**config.mk**
```make
export PLATFORM = sky130hd
export DESIGN_NAME = spi_hold_fe
export DESIGN_NICKNAME = d
export VERILOG_FILES = /design/src/rtl/spi_hold_fe_pkg.sv /design/src/rtl/spi_hold_fe_sync.sv /design/src/rtl/spi_hold_fe_ctrl.sv /design/src/rtl/spi_hold_fe_shift.sv /design/src/rtl/spi_hold_fe.sv
export SDC_FILE = /design/constraint.sdc
export NUM_CORES = 1
export LEC_CHECK = 0
export CORE_UTILIZATION = 45
export CTS_CLUSTER_DIAMETER = 50
export DETAILED_ROUTE_END_ITERATION = 6
export DONT_BUFFER_PORTS = 1
export HOLD_SLACK_MARGIN = 0.02
export PLACE_DENSITY_LB_ADDON = 0.05
export SLEW_MARGIN = 25
export SYNTH_ARGS = -nofsm -noshare
export SYNTH_HDL_FRONTEND = slang
export SYNTH_HIERARCHICAL = 1
export SYNTH_SLANG_ARGS = --single-unit
```
**constraint.sdc**
```tcl
create_clock -name clk_i -period 2.5 [get_ports clk_i]
set_clock_uncertainty 0.1 [all_clocks]
set_input_delay 0.75 -clock clk_i [delete_from_list [all_inputs] [get_ports clk_i]]
set_output_delay 0.75 -clock clk_i [all_outputs]
set_load 0.005 [all_outputs]
```
**src/rtl/spi_hold_fe_pkg.sv**
```systemverilog
package spi_hold_fe_pkg;
  localparam int unsigned BYTE_W = 8;

  typedef struct packed {
    logic cs_n;
    logic sck;
    logic sdi;
    logic hold_n;
  } pins_t;

  localparam int unsigned PIN_W = $bits(pins_t);
  // idle levels: deselected, clock low, data low, no pause
  localparam pins_t PINS_IDLE = '{cs_n: 1'b1, sck: 1'b0, sdi: 1'b0, hold_n: 1'b1};
endpackage

```
**src/rtl/spi_hold_fe_sync.sv**
```systemverilog
module spi_hold_fe_sync #(
  parameter int unsigned W      = 4,
  parameter int unsigned STAGES = 2,
  parameter logic [W-1:0] RST_VAL = '0
) (
  input  logic         clk_i,
  input  logic         rst_ni,
  input  logic [W-1:0] d_i,
  output logic [W-1:0] q_o
);
  for (genvar b = 0; b < W; b++) begin : g_bit
    logic [STAGES-1:0] chain_q;
    always_ff @(posedge clk_i or negedge rst_ni) begin
      if (!rst_ni) chain_q <= {STAGES{RST_VAL[b]}};
      else if (STAGES == 1) chain_q <= d_i[b];
      else chain_q <= {chain_q[STAGES-2:0], d_i[b]};
    end
    assign q_o[b] = chain_q[STAGES-1];
  end
endmodule

```
**src/rtl/spi_hold_fe_ctrl.sv**
```systemverilog
module spi_hold_fe_ctrl (
  input  logic clk_i,
  input  logic rst_ni,
  input  logic cs_s_i,
  input  logic sck_s_i,
  input  logic hold_s_i,
  output logic start_o,
  output logic stop_o,
  output logic rise_o,
  output logic fall_o,
  output logic held_o,
  output logic active_o,
  output logic sof_o
);
  logic cs_d_q, sck_d_q, held_q, sof_q;

  always_ff @(posedge clk_i or negedge rst_ni) begin
    if (!rst_ni) begin
      cs_d_q  <= 1'b1;
      sck_d_q <= 1'b0;
    end else begin
      cs_d_q  <= cs_s_i;
      sck_d_q <= sck_s_i;
    end
  end

  assign start_o  = cs_d_q & ~cs_s_i;
  assign stop_o   = ~cs_d_q & cs_s_i;
  assign active_o = ~cs_s_i;

  // pause entry and exit both qualified on the clock being low
  always_ff @(posedge clk_i or negedge rst_ni) begin
    if (!rst_ni)                            held_q <= 1'b0;
    else if (cs_s_i)                        held_q <= 1'b0;
    else if (!held_q && !hold_s_i && !sck_s_i) held_q <= 1'b1;
    else if (held_q && hold_s_i && !sck_s_i)   held_q <= 1'b0;
  end

  assign held_o = held_q;
  assign rise_o = active_o & ~held_q & sck_s_i & ~sck_d_q;
  assign fall_o = active_o & ~held_q & ~sck_s_i & sck_d_q;

  always_ff @(posedge clk_i or negedge rst_ni) begin
    if (!rst_ni) sof_q <= 1'b0;
    else         sof_q <= start_o;
  end
  assign sof_o = sof_q;

  AST_HOLD_ENTRY_LOW: assert property (@(posedge clk_i) disable iff (!rst_ni)
    $rose(held_q) |-> $past(!sck_s_i && !hold_s_i));
  AST_HOLD_EXIT_LOW: assert property (@(posedge clk_i) disable iff (!rst_ni)
    $fell(held_q) |-> $past(!sck_s_i || cs_s_i));
  AST_SOF_PULSE: assert property (@(posedge clk_i) disable iff (!rst_ni)
    sof_q |=> !sof_q);
endmodule

```
**src/rtl/spi_hold_fe_shift.sv**
```systemverilog
module spi_hold_fe_shift #(
  parameter int unsigned W = 8,
  localparam int unsigned CNT_W = (W > 1) ? $clog2(W) : 1,
  localparam logic [CNT_W-1:0] LAST = CNT_W'(W - 1)
) (
  input  logic             clk_i,
  input  logic             rst_ni,
  input  logic             start_i,
  input  logic             stop_i,
  input  logic             rise_i,
  input  logic             fall_i,
  input  logic             sdi_i,
  input  logic [W-1:0]     tx_byte_i,
  output logic [W-1:0]     rx_byte_o,
  output logic             rx_valid_o,
  output logic             rx_first_o,
  output logic             sdo_o,
  output logic             eof_o,
  output logic             eof_aligned_o,
  output logic [CNT_W-1:0] bit_cnt_o
);
  logic [CNT_W-1:0] bit_cnt_q;
  logic [W-1:0]     rx_sh_q, rx_byte_q, tx_sh_q;
  logic             rx_valid_q, rx_first_q, seen_rise_q, got_byte_q;
  logic             eof_q, aligned_q;
  logic [W-1:0]     rx_next;

  assign rx_next = {rx_sh_q[W-2:0], sdi_i};

  always_ff @(posedge clk_i or negedge rst_ni) begin
    if (!rst_ni) begin
      bit_cnt_q   <= '0;
      rx_sh_q     <= '0;
      rx_byte_q   <= '0;
      tx_sh_q     <= '0;
      rx_valid_q  <= 1'b0;
      rx_first_q  <= 1'b0;
      seen_rise_q <= 1'b0;
      got_byte_q  <= 1'b0;
      eof_q       <= 1'b0;
      aligned_q   <= 1'b0;
    end else begin
      rx_valid_q <= 1'b0;
      eof_q      <= 1'b0;
      if (stop_i) begin
        eof_q       <= 1'b1;
        aligned_q   <= (bit_cnt_q == '0);
        bit_cnt_q   <= '0;
        seen_rise_q <= 1'b0;
        got_byte_q  <= 1'b0;
      end else if (start_i) begin
        tx_sh_q     <= tx_byte_i;
        bit_cnt_q   <= '0;
        seen_rise_q <= 1'b0;
        got_byte_q  <= 1'b0;
      end else begin
        if (rise_i) begin
          rx_sh_q     <= rx_next;
          seen_rise_q <= 1'b1;
          if (bit_cnt_q == LAST) begin
            bit_cnt_q  <= '0;
            rx_byte_q  <= rx_next;
            rx_valid_q <= 1'b1;
            rx_first_q <= ~got_byte_q;
            got_byte_q <= 1'b1;
          end else begin
            bit_cnt_q <= bit_cnt_q + 1'b1;
          end
        end
        // a falling edge before any rising edge is the mode 3 lead-in
        if (fall_i && seen_rise_q) begin
          if (bit_cnt_q == '0) tx_sh_q <= tx_byte_i;
          else                 tx_sh_q <= {tx_sh_q[W-2:0], 1'b0};
        end
      end
    end
  end

  assign rx_byte_o     = rx_byte_q;
  assign rx_valid_o    = rx_valid_q;
  assign rx_first_o    = rx_first_q;
  assign sdo_o         = tx_sh_q[W-1];
  assign eof_o         = eof_q;
  assign eof_aligned_o = aligned_q;
  assign bit_cnt_o     = bit_cnt_q;

  AST_RX_AFTER_RISE: assert property (@(posedge clk_i) disable iff (!rst_ni)
    rx_valid_q |-> $past(rise_i));
  AST_SDO_ON_FALL: assert property (@(posedge clk_i) disable iff (!rst_ni)
    !$stable(tx_sh_q[W-1]) |-> $past(fall_i || start_i));
  AST_EOF_PULSE: assert property (@(posedge clk_i) disable iff (!rst_ni)
    eof_q |=> !eof_q);
  AST_FIRST_ONCE: assert property (@(posedge clk_i) disable iff (!rst_ni)
    (rx_valid_q && !stop_i && !start_i) |-> got_byte_q);
endmodule

```
**src/rtl/spi_hold_fe.sv**
```systemverilog
module spi_hold_fe
  import spi_hold_fe_pkg::*;
#(
  parameter int unsigned SYNC_STAGES = 2
) (
  input  logic              clk_i,
  input  logic              rst_ni,
  input  logic              cs_ni,
  input  logic              sck_i,
  input  logic              sdi_i,
  input  logic              hold_ni,
  output logic              sdo_o,
  output logic              sdo_oe_o,
  output logic [BYTE_W-1:0] rx_byte_o,
  output logic              rx_valid_o,
  output logic              rx_first_o,
  input  logic [BYTE_W-1:0] tx_byte_i,
  output logic              sof_o,
  output logic              eof_o,
  output logic              eof_aligned_o
);
  localparam int unsigned CNT_W = (BYTE_W > 1) ? $clog2(BYTE_W) : 1;

  pins_t pins_raw, pins_s;
  logic  start, stop, rise, fall, held, active;
  logic [CNT_W-1:0] bit_cnt;

  assign pins_raw = '{cs_n: cs_ni, sck: sck_i, sdi: sdi_i, hold_n: hold_ni};

  spi_hold_fe_sync #(
    .W       (PIN_W),
    .STAGES  (SYNC_STAGES),
    .RST_VAL (PINS_IDLE)
  ) u_sync (
    .clk_i  (clk_i),
    .rst_ni (rst_ni),
    .d_i    (pins_raw),
    .q_o    (pins_s)
  );

  spi_hold_fe_ctrl u_ctrl (
    .clk_i    (clk_i),
    .rst_ni   (rst_ni),
    .cs_s_i   (pins_s.cs_n),
    .sck_s_i  (pins_s.sck),
    .hold_s_i (pins_s.hold_n),
    .start_o  (start),
    .stop_o   (stop),
    .rise_o   (rise),
    .fall_o   (fall),
    .held_o   (held),
    .active_o (active),
    .sof_o    (sof_o)
  );

  spi_hold_fe_shift #(.W(BYTE_W)) u_shift (
    .clk_i         (clk_i),
    .rst_ni        (rst_ni),
    .start_i       (start),
    .stop_i        (stop),
    .rise_i        (rise),
    .fall_i        (fall),
    .sdi_i         (pins_s.sdi),
    .tx_byte_i     (tx_byte_i),
    .rx_byte_o     (rx_byte_o),
    .rx_valid_o    (rx_valid_o),
    .rx_first_o    (rx_first_o),
    .sdo_o         (sdo_o),
    .eof_o         (eof_o),
    .eof_aligned_o (eof_aligned_o),
    .bit_cnt_o     (bit_cnt)
  );

  assign sdo_oe_o = active & ~held;

  AST_HOLD_FREEZE: assert property (@(posedge clk_i) disable iff (!rst_ni)
    (held && !stop) |=> $stable(bit_cnt));
  AST_SOF_EOF_EXCL: assert property (@(posedge clk_i) disable iff (!rst_ni)
    !(sof_o && eof_o));
  AST_OE_DESELECT: assert property (@(posedge clk_i) disable iff (!rst_ni)
    eof_o |-> !sdo_oe_o);
endmodule

```
=== Word-level counts from Yosys, hierarchy flattened ===
Cells that the tools add are included.

* Add/sub/neg operators: 1
* Multiply operators: 0
* Divide/modulo/power cells: 0
* Magnitude comparators: 0
* Equality and inequality tests: 1
* Shift operators: 0
* Multiplexer cells: 22
* Bitwise gates (word level): 15
* Reduce and logical (&&, ||, !) cells: 17

{| class="wikitable"
|+ Operators by type and width
! kind !! count
|-
| 8-bit 2-to-1 mux || 3
|-
| 1-bit 2-to-1 mux || 15
|-
| 3-bit 2-to-1 mux || 4
|-
| 3-bit nonzero test || 3
|-
| 1-bit NOT || 8
|-
| 1-bit AND || 7
|-
| 1-bit logical AND || 5
|-
| 2-bit AND reduction || 2
|-
| 4-bit AND reduction || 1
|-
| 3-bit by 1-bit adder with 3-bit output (second input constant) || 1
|-
| 3-bit == test (second input constant) || 1
|-
| 1-bit logical NOT || 3
|-
| 3-bit logical NOT || 1
|-
| 3-bit AND reduction || 1
|-
| 2-bit nonzero test || 1
|}

* Bits in registers: 44
* Bits in latches: 0
* RAM bits: 0
* Bits in read-only memories: 0
* Bits of input ports: 14
* Output and inout bits: 15
* Word-level logic and storage cells: 74
* Memories kept: 0

=== Logic depth before layout (Yosys ltp) ===
* Word-level depth: 7
* Mapped depth: 8
* Mapped depth without buffers: 5

=== By module ===
The synthesis kept the hierarchy.

{| class="wikitable"
|+ Modules (own cells, without submodules)
! module !! instances !! cells each !! area an instance (um2) !! seq. area each (um2)
|-
| spi_hold_fe_shift || 1 || 110 || 1403.8 || 800.8
|-
| spi_hold_fe_sync || 1 || 12 || 235.2 || 205.2
|-
| spi_hold_fe_ctrl || 1 || 12 || 147.6 || 101.3
|-
| spi_hold_fe || 1 || 1 || 13.8 || 0.0
|}

=== Worst setup path before layout ===
No wires, ideal clock.

* Path kind: flip-flop to flip-flop
* Start point: reg u_sync.g_bit[3].chain_q[1]
* End point: reg u_shift.rx_byte_q[0] (netlist: u_shift/rx_byte_o[0])
* Setup time: 0.125 ns
* Data arrival time: 2.305 ns
* Required time: 2.275 ns
* Path slack: -0.030 ns
* Cell stages (with the launch flop): 7
* Path buffers: 2
* Period minus slack after synthesis: 2.530 ns
* Path through: dfstp_2 > buf_4 > nor4b_1 > nor3b_4 > and2_4 > buf_12 > mux2_4

* Longest elaborated chain between the ends: 5
* Elaborated cells between the ends (all ways): 9
* Classes of those cells: bitwise: 8; reduce/logical: 1

{| class="wikitable"
|+ Ends and longest elaborated chain
! element !! line !! text
|-
| start: declaration || spi_hold_fe_sync.sv:12 || <nowiki>logic [STAGES-1:0] chain_q;</nowiki>
|-
| start signal: assignment || spi_hold_fe_sync.sv:14 || <nowiki>if (!rst_ni) chain_q <= {STAGES{RST_VAL[b]}};</nowiki>
|-
| start signal: assignment || spi_hold_fe_sync.sv:15 || <nowiki>else if (STAGES == 1) chain_q <= d_i[b];</nowiki>
|-
| start signal: assignment || spi_hold_fe_sync.sv:16 || <nowiki>else chain_q <= {chain_q[STAGES-2:0], d_i[b]};</nowiki>
|-
| 1-bit NOT || spi_hold_fe_ctrl.sv:29 || <nowiki>assign active_o = ~cs_s_i;</nowiki>
|-
| 1-bit AND (3 in series) || spi_hold_fe_ctrl.sv:40 || <nowiki>assign rise_o = active_o & ~held_q & sck_s_i & ~sck_d_q;</nowiki>
|-
| via rise || spi_hold_fe.sv:25 || <nowiki>logic start, stop, rise, fall, held, active;</nowiki>
|-
| 4-bit AND reduction (no source line) || - ||
|-
| end signal: assignment || spi_hold_fe_shift.sv:62 || <nowiki>rx_byte_q <= rx_next;</nowiki>
|-
| end: declaration || spi_hold_fe_shift.sv:23 || <nowiki>logic [W-1:0] rx_sh_q, rx_byte_q, tx_sh_q;</nowiki>
|}

The timed path passes the listed nets, and every way through them passes these cells.
A chain may end at the register's enable or synchronous reset.

=== Worst setup path after layout ===
* Start point: reg u_ctrl.cs_d_q
* End point: reg u_shift.tx_sh_q[5]

* Elaborated cells between the ends (all ways): 7
* Classes of those cells: mux: 1; bitwise: 4; reduce/logical: 2

{| class="wikitable"
|+ RTL lines
! element !! line !! text
|-
| start: declaration || spi_hold_fe_ctrl.sv:15 || <nowiki>logic cs_d_q, sck_d_q, held_q, sof_q;</nowiki>
|-
| start signal: assignment || spi_hold_fe_ctrl.sv:22 || <nowiki>cs_d_q <= cs_s_i;</nowiki>
|-
| 1-bit AND (*) || spi_hold_fe_ctrl.sv:27 || <nowiki>assign start_o = cs_d_q & ~cs_s_i;</nowiki>
|-
| via start || spi_hold_fe.sv:25 ||
|-
| 2-bit nonzero test (no source line) || - ||
|-
| 2-bit AND reduction (no source line) || - ||
|-
| end signal: assignment || spi_hold_fe_shift.sv:52 || <nowiki>tx_sh_q <= tx_byte_i;</nowiki>
|-
| end signal: assignment || spi_hold_fe_shift.sv:72 || <nowiki>if (bit_cnt_q == '0) tx_sh_q <= tx_byte_i;</nowiki>
|-
| end signal: assignment || spi_hold_fe_shift.sv:73 || <nowiki>else tx_sh_q <= {tx_sh_q[W-2:0], 1'b0};</nowiki>
|-
| end: declaration || spi_hold_fe_shift.sv:23 ||
|}

Mark *: on every way through the listed nets, which the timed path passes. The rest lies on a longest branch.

==> results.toml <==
[clock_tree]
cts_tree = "done"
clock-sinks = 44
cts_buffer_depth = 2
cts_made_buffers = 5
cts_setup_buffers = 0
root_buffer = "clkbuf_8"
ctsResizeCount = 0
clk_pin_slew_ns = 0.08
insertion_delay_ns = 0.29
htreeDepth = 2
cts_hold_buf = 0

[grt]
grt_pass1_wl_um = 4940
grt_antenna_before_repair = 0
grt_pass1_vias = 1049
overflow = 0
grt_max_degree = 45
gr-usage-all-layers = 0.157

[yosys]
yosysTopAreaCell = "dfrtp_1"
synth_area_leaders = "dfrtp_1 (54%), dfstp_2 (7.3%), mux2_4 (5.8%), mux2_2 (5.6%), o21ai_0 (2.5%)"
syn_area_per_cell_sq_um = 13.3
netlist_area_sq_um = 1800
ys.warnings.count = 6
yosysMostFrequentCell = "dfrtp_1"
netlist_instances = 135
syn_nets = 152
ys_types = 33
synthFlopType = "dfrtp_1"
synth_edf_count = 0
synthArstFlopShare = 1.00
synthTopCellsByCount = "dfrtp_1 (39), mux2_2 (9), o21ai_0 (9)"
ys_seq_area_frac = 0.615
ys_ff_latch = 44
synth_top_area_share = 0.542

[setup_path]
slowest_delay_ns = 0.53
cp.arrival_ns = 2.08
critPathCaptureType = "flip-flop"
worstPathMaxFanout = 9
cpLargestDelayFamily = "simple AND/OR/NAND/NOR gates"
cp.required_ns = 2.56
critical_path_class = "reg -> reg"
worstSetupStartpointType = "flip-flop"
cp_cell_sequence = "nor2b_1, a21o_1, and2_1, a31oi_1"
crit_path_top_delay_cell = "dfstp_2"
path_buf_inv = 0

[die]
fp.dieArea_sq_um = 4260
placementRows = 22
initial_core_util = 0.481
die_x_um = 65.3
die_h_um = 65.3
ioPinCount = 29
core-area_sq_um = 3740

[route]
vias = 974
drt_iter0_markers = 81
ant_nets = 0
drc = 0
viasPerCell = 5.24
drt-total-wl_um = 2860
wire_per_inst_um = 15.4
dr.pass1.iters = 4

[sta]
setup_tns_ns = 0
period_minus_slack_ns = 2.02
drv_slew = 0
hold_viol = 0
rsz0062_at_grt = "no"
holdWs_ns = 0.0478
period_share = 0.808
max-slew-margin-rel = 0.638
setup-violations-final = 0
worstMarginPinSlew_ns = 0.541
clock.fmax_ghz = 0.495

[power_and_ir_drop]
internal-power_mw = 1.07
clkPwrFrac = 0.318
irDropWorstVdd_v = 0.000363
p_total_mw = 1.39
p_seq_frac = 0.601
p_switching_mw = 0.320
leakage_nw = 0.860
power_density_nw_per_um2 = 721
combPwrFrac = 0.081
switching_share = 0.231

[placement]
dp_hpwl_um = 1870
io_buffers = 0
globalplace.congestion = 0.721

[final_layout]
n_fill_cell = 343
final_nets = 154
syn_to_final_growth_pct = 6.74
drive_gt1_frac = 0.275
final_core_util = 0.513
antenna_cells = 0

[run_status]
outcome = "finished, final reports clean"

[run]
maxCapViolCount = 0

[hold_path]
min_path_type = "in -> async"
path summary, 6_finish.rpt:
kind	startpoint	endpoint	slack (ns)	depth (start not counted)
max in group asynchronous	rst_ni	u_sync/g_bit[3].chain_q[1]$_DFF_PN1_	2.06	0
worst max-delay path	u_ctrl/cs_d_q$_DFF_PN1_	u_shift/tx_sh_q[5]$_DFFE_PN0P_	0.48	4
worst min register to register	u_sync/g_bit[2].chain_q[0]$_DFF_PN0_	u_sync/g_bit[2].chain_q[1]$_DFF_PN0_	0.25	0
worst max register to register	u_ctrl/cs_d_q$_DFF_PN1_	u_shift/tx_sh_q[5]$_DFFE_PN0P_	0.48	4
min in group clk_i	u_sync/g_bit[2].chain_q[0]$_DFF_PN0_	u_sync/g_bit[2].chain_q[1]$_DFF_PN0_	0.25	0
worst min-delay path	rst_ni	u_shift/tx_sh_q[7]$_DFFE_PN0P_	0.05	0
sequential cells by signal, summed over array words and instances, names as in the netlist:
signal	cells
u_ctrl/cs_d_q	1
u_ctrl/held_o	1
u_ctrl/sck_d_q	1
u_ctrl/sof_o	1
u_shift/bit_cnt_o	3
u_shift/eof_aligned_o	1
u_shift/eof_o	1
u_shift/got_byte_q	1
u_shift/rx_byte_o	8
u_shift/rx_first_o	1
u_shift/rx_sh_q	7
u_shift/rx_valid_o	1
u_shift/seen_rise_q	1
u_shift/tx_sh_q	8
u_sync/g_bit.chain_q	8
power groups by stage:
stage / Clock (mW) / Combinational, mW / Sequential [mW]
after detailed placement: 0 / 0.113 / 0.846
after global placement: 0 / 0.108 / 0.844
after CTS: 0.465 / 0.114 / 0.832
after floorplan: 0 / 0.100 / 0.831
after global routing: 0.496 / 0.129 / 0.841
final: 0.441 / 0.113 / 0.832
routing by layer:
layer | routed length [um] | GRT usage | up-vias
li1 | - | - | 470
met2 | 1260 | 0.227 | 26
met5 | 0 | 0 | -
met4 | 23 | 0.0652 | 0
met1 | 1410 | 0.207 | 476
met3 | 164 | 0.0660 | 2
cells by family (layout without fill, tap and decap cells):
logic type | Yosys count | in the layout | synth area share
adders and majority gates | 3 | 3 | 0.0209
muxes | 19 | 19 | 0.131
DFF | 44 | 44 | 0.615
AOI/OAI and AO/OA | 28 | 28 | 0.0896
and+or+nand+nor | 25 | 25 | 0.0910
buffers and inverters | 16 | 19 | 0.0521
through the flow:
step | instances | worst slack (ns) | area, sq um
after floorplan | 135 | 0.259 | 1810
after global placement | 178 | 0.546 | 1830
after detailed placement | 178 | 0.503 | 1830
after CTS | 186 | 0.480 | 1920
after global routing | 186 | 0.315 | 1920
final | 186 | 0.479 | 1920
cell usage in the layout (no fill, tap or decap), drive strengths merged:
cell type   n
dfstp       5
dfrtp      39
nor2b       3
nor2        3
o21a        1
nor4b       2
nand3b      1
mux2       16
o2111ai     1
ha          3
mux2i       3
nand2       1
or2         1
a21o        2
buf         4
o21ai       9
clkinv      3
clkbuf      6
nor3b       1
inv         6
a31oi       7
and2        3
nand3       7
nand2b      1
nor3        2
a21oi       8
area by class of cell:
type,instances,area (sq um),share of cell area
Multi-Input combinational cell,75,606,0.315
Clock inverter,2,10.0,0.00521
Inverter,7,26.3,0.0137
Sequential cell,44,1110,0.576
Tap cell,48,60.1,0.0313
Timing Repair Buffer,4,30.0,0.0156
Clock buffer,6,82.6,0.0430
Note: power is estimated with default switching activity, not from simulation.
